**config.mk**
```make
export PLATFORM = sky130hd
export DESIGN_NAME = if_gate_counter
export DESIGN_NICKNAME = d
export VERILOG_FILES = /design/src/rtl/if_gate_counter.sv
export SDC_FILE = /design/constraint.sdc
export NUM_CORES = 1
export LEC_CHECK = 0
export ABC_AREA = 0
export BUFFER_PORTS_ARGS = -buffer_cell sky130_fd_sc_hd__buf_4
export CORE_ASPECT_RATIO = 1.1
export CORE_UTILIZATION = 65
export DETAILED_ROUTE_END_ITERATION = 7
export PLACE_DENSITY = 0.91
export SLEW_MARGIN = 40
export SYNTH_ARGS = -nofsm -noshare
export SYNTH_HDL_FRONTEND = slang
export SYNTH_SLANG_ARGS = --single-unit
```
**constraint.sdc**
```tcl
create_clock -name clk -period 5.89 [get_ports clk]
set_input_delay 1.178 -clock clk [delete_from_list [all_inputs] [get_ports clk]]
set_output_delay 1.178 -clock clk [all_outputs]
set_load 0.03 [all_outputs]
```
**src/rtl/if_gate_counter.sv**
```systemverilog
module if_gate_counter #(
  parameter int CNT_W      = 20,
  parameter int REF_PER_MS = 1000
) (
  input  logic             clk,
  input  logic             rst_n,
  input  logic             start,
  input  logic             sel,
  input  logic [1:0]       gate_code,
  input  logic             if_a,
  input  logic             if_b,
  input  logic             rd_load,
  input  logic             rd_shift,
  output logic             busy,
  output logic             done,
  output logic             sel_echo,
  output logic [CNT_W-1:0] count,
  output logic             rd_bit
);

  localparam int TMR_MAX = 32 * REF_PER_MS;
  localparam int TMR_W   = $clog2(TMR_MAX + 1);

  typedef enum logic [1:0] {S_IDLE, S_WAIT, S_GATE} st_t;

  st_t              st;
  logic             sel_q;
  logic [1:0]       code_q;
  logic [TMR_W-1:0] tmr, wait_len, gate_len;
  logic [2:0]       sync_a, sync_b;
  logic [CNT_W-1:0] acc, acc_nx, result, sh;
  logic             rise;

  always_ff @(posedge clk or negedge rst_n)
    if (!rst_n) begin
      sync_a <= '0;
      sync_b <= '0;
    end else begin
      sync_a <= {sync_a[1:0], if_a};
      sync_b <= {sync_b[1:0], if_b};
    end

  assign rise = sel_q ? (sync_b[1] & ~sync_b[2]) : (sync_a[1] & ~sync_a[2]);

  always_comb begin
    case (code_q)
      2'd0:    gate_len = TMR_W'(REF_PER_MS);
      2'd1:    gate_len = TMR_W'(4 * REF_PER_MS);
      2'd2:    gate_len = TMR_W'(8 * REF_PER_MS);
      default: gate_len = TMR_W'(32 * REF_PER_MS);
    endcase
    wait_len = code_q[1] ? TMR_W'(2 * REF_PER_MS) : TMR_W'(REF_PER_MS);
  end

  assign acc_nx = (rise && acc != '1) ? acc + 1'b1 : acc;

  always_ff @(posedge clk or negedge rst_n)
    if (!rst_n) begin
      st     <= S_IDLE;
      sel_q  <= 1'b0;
      code_q <= '0;
      tmr    <= '0;
      acc    <= '0;
      result <= '0;
      done   <= 1'b0;
    end else begin
      case (st)
        S_IDLE:
          if (start) begin
            sel_q  <= sel;
            code_q <= gate_code;
            tmr    <= '0;
            acc    <= '0;
            done   <= 1'b0;
            st     <= S_WAIT;
          end
        S_WAIT:
          if (tmr == wait_len - 1'b1) begin
            tmr <= '0;
            st  <= S_GATE;
          end else begin
            tmr <= tmr + 1'b1;
          end
        S_GATE: begin
          acc <= acc_nx;
          if (tmr == gate_len - 1'b1) begin
            result <= acc_nx;
            done   <= 1'b1;
            st     <= S_IDLE;
          end else begin
            tmr <= tmr + 1'b1;
          end
        end
        default: st <= S_IDLE;
      endcase
    end

  always_ff @(posedge clk or negedge rst_n)
    if (!rst_n)        sh <= '0;
    else if (rd_load)  sh <= result;
    else if (rd_shift) sh <= {sh[CNT_W-2:0], 1'b0};

  assign busy     = (st != S_IDLE);
  assign sel_echo = sel_q;
  assign count    = result;
  assign rd_bit   = sh[CNT_W-1];

endmodule

```
==> impl_metrics.ini <==
[outcome]
outcome = finished clean

[cells_and_area]
layout_common_cells = dfrtp_1 (87), nand2_1 (61), o21ai_0 (48), nor2_1 (39), a21oi_1 (38)
register_area_um2 = 2177
layout_commonest_cell = dfrtp_1
finish.net_count = 527
fillers = 444
stdcell_count = 594
final_layout_size_suffix_gt1_share_pct = 12.50
final_area_um2 = 5045
n_antenna_cell = 0
area_growth_pct = 10.50
multiInputGateArea_um2 = 2203

[synth]
yosys-top-cells-area = dfrtp_1 (48%), o21ai_0 (5.5%), nand2_1 (5.0%)
ys_types = 53
synth-seq-cells = 87
synth_edf_count = 0
ys_warn_count = 0
synth_top_area_share_pct = 47.68
yosysTopAreaCell = dfrtp_1
syn-num-nets = 509
syn_inst = 489
seq_area_frac_synth_pct = 47.68
syn-cell-area_um2 = 4566
ys.flop_type = dfrtp_1
syn_avg_cell_area_um2 = 9.337
synthArstFlopShare_pct = 100.0

[setup_path]
worstPathArrival_ns = 2.91
max_stage_delay_ns = 0.70
reg2reg_slack_ns = 3.27
slowest_stage = nor4_2
worstSetupStartpointType = register
crit_chain = ha_1, nand2_1, nor4_2, a21oi_2, and4_1, nand2b_1, a31oi_1
cp-end-kind = register
critical_path_class = reg2reg
crit_fanout = 8
worstPathRequired_ns = 6.18

[cts]
tritoncts = done
cts_buffers = 9
clkLatencyLatePin_ns = 0.36
cts_resized = 0
post_cts_buffers = 0
cts_root_buf = clkbuf_8
path_clk_slew_ns = 0.09
cts_max_level = 3
hold_buffers = 0
clk_path_buf_depth = 2
numClockSinks = 87

[placement]
placed_area_um2 = 4806
place_hpwl_um = 6621
placedCellCount = 578
portBuffers = 33
place_congestion = 0.8860
dp_slack_ns = 3.231

[route]
routedWlPerCell_um = 16.29
ant_nets = 0
drtIter0Drc = 284
totalWireLength_um = 9678
viasPerCell = 6.194
dr.pass1.iters = 5
route.detailed.drc = 0
num_vias = 3679

[die]
dieArea_um2 = 7364
num_rows = 31
die_w_um = 81.91
dieHeight_um = 89.90
core_um2 = 6671
ios = 34
initial_utilization_pct = 68.44

[grt]
first_global_vias = 3433
grt_overflow_total = 0
globalRouteTotalUtil_pct = 28.16
grt_max_degree = 88
antenna_found_initial = 0
grt_pass1_wl_um = 15920

[timing]
period_minus_slack_ns = 2.621
max_freq_ghz = 0.3816
finalClockSkew_ns = 0.01383
fin_tns_setup_ns = 0
finalSetupViolCount = 0
hold_viol = 0
relSlewSlack_pct = 47.36
rsz0062_at_grt = no
timing.final.crit_share_pct = 44.50
tightest_slew_ns = 0.7823
drv_slew = 0
whs_ns = 0.3779
layout_setup_ws_ns = 3.269

[pwr]
comb_power_share_pct = 18.8
clkPwrFrac_pct = 34.3
seq_power_share_pct = 46.9
max-vdd-ir-drop_uv = 231.9
p_switching_mw = 0.4018
swShare_pct = 28.97
internal-power_mw = 0.9852
leakagePower_nw = 2.226
p_per_area_nw_per_um2 = 274.9

[min_path]
min_path_type = reg2reg

[job]
cap_violations = 0
-- logic make-up (layout without fill, tap and decap cells) --
| kind of cell | after synthesis | in the layout | synth area share (%) |
|---|---|---|---|
| muxes | 23 | 23 | 5.125 |
| buffers and inverters | 42 | 65 | 4.193 |
| adders and majority gates | 10 | 10 | 2.740 |
| and+or+nand+nor | 172 | 172 | 18.88 |
| AOI/OAI and AO/OA | 133 | 133 | 17.16 |
| xor gates and xnor gates | 22 | 22 | 4.220 |
| DFF | 87 | 87 | 47.68 |
-- power by group through the flow --
stage | Sequential (mW) | Clock (mW) | Combinational, mW
2_1_floorplan | 0.660 | 0 | 0.193
3_3_place_gp | 0.659 | 0 | 0.250
3_5_place_dp | 0.664 | 0 | 0.258
4_1_cts | 0.651 | 0.481 | 0.260
5_1_grt | 0.655 | 0.509 | 0.287
6_report | 0.651 | 0.476 | 0.260
-- routing by layer --
layer  global-route usage (%)  wire, um  vias up
met2                    47.59      5003      106
li1                         -         -     1783
met4                    10.82       253        0
met1                    34.38      4027     1766
met5                        0         0        -
met3                    5.990       393       24
-- cell usage after synthesis, types with 2 or more instances --
cell        n
xor2_1      9
buf_2       9
mux2_2      3
a21o_1      3
and4_1      4
o31ai_1     7
a22o_1      4
nor4_1      9
a31oi_1    16
nand3_1    16
ha_1       10
dfrtp_1    87
and3_1      7
inv_1      12
and2_1      2
nand2b_1    4
xnor2_1    13
nor2_1     40
nand4_1     9
nand2_1    61
nor3_1      3
buf_6       3
mux2i_1    20
o21ai_0    50
nand3b_1    3
a21oi_1    39
a2bb2oi_1   2
or3_1       2
clkbuf_1   18
-- path summary, 6_finish.rpt --
check,start,endpoint,cells past startpoint
setup / recovery,acc[0]$_DFFE_PN0P_,acc[13]$_DFFE_PN0P_,7
hold / removal,sync_a[1]$_DFF_PN0_,sync_a[2]$_DFF_PN0_,0
hold reg to reg,sync_a[1]$_DFF_PN0_,sync_a[2]$_DFF_PN0_,0
setup reg to reg,acc[0]$_DFFE_PN0P_,acc[13]$_DFFE_PN0P_,7
max in group asynchronous,rst_n,tmr[6]$_DFFE_PN0P_,1
min in group asynchronous,rst_n,sh[3]$_DFFE_PN0P_,1
-- stage by stage --
stage,util [%],power [mW]
6_report,75.62,1.387
5_1_grt,75.62,1.451
4_1_cts,75.53,1.392
3_5_place_dp,72.04,0.9222
3_3_place_gp,71.98,0.9089
2_1_floorplan,-,0.8533
-- critical path: cells and delay by family, from the launching register on --
| kind | cells | cell delay (ns) |
|---|---|---|
| compound gates | 2 | 0.44 |
| fa+ha+maj | 1 | 0.29 |
| flops | 1 | 0.44 |
| simple gates | 4 | 1.38 |
-- registers in the layout (all words and copies together), names as in the netlist --
name and flops:
acc 20, sync_b 3, st 2, count 20, tmr 15, sync_a 3
sh 20, sel_echo 1, code_q 2, done 1
-- final cells by class --
cell class / count / share of cell area [%]
Clock buffer: 12 / 3.075
Multi-Input combinational cell: 360 / 43.68
Inverter: 12 / 0.8929
Timing Repair Buffer: 37 / 5.630
Tap cell: 82 / 2.034
Sequential cell: 87 / 43.15
Clock inverter: 4 / 1.538
Note: power is estimated with default switching activity, not from simulation.
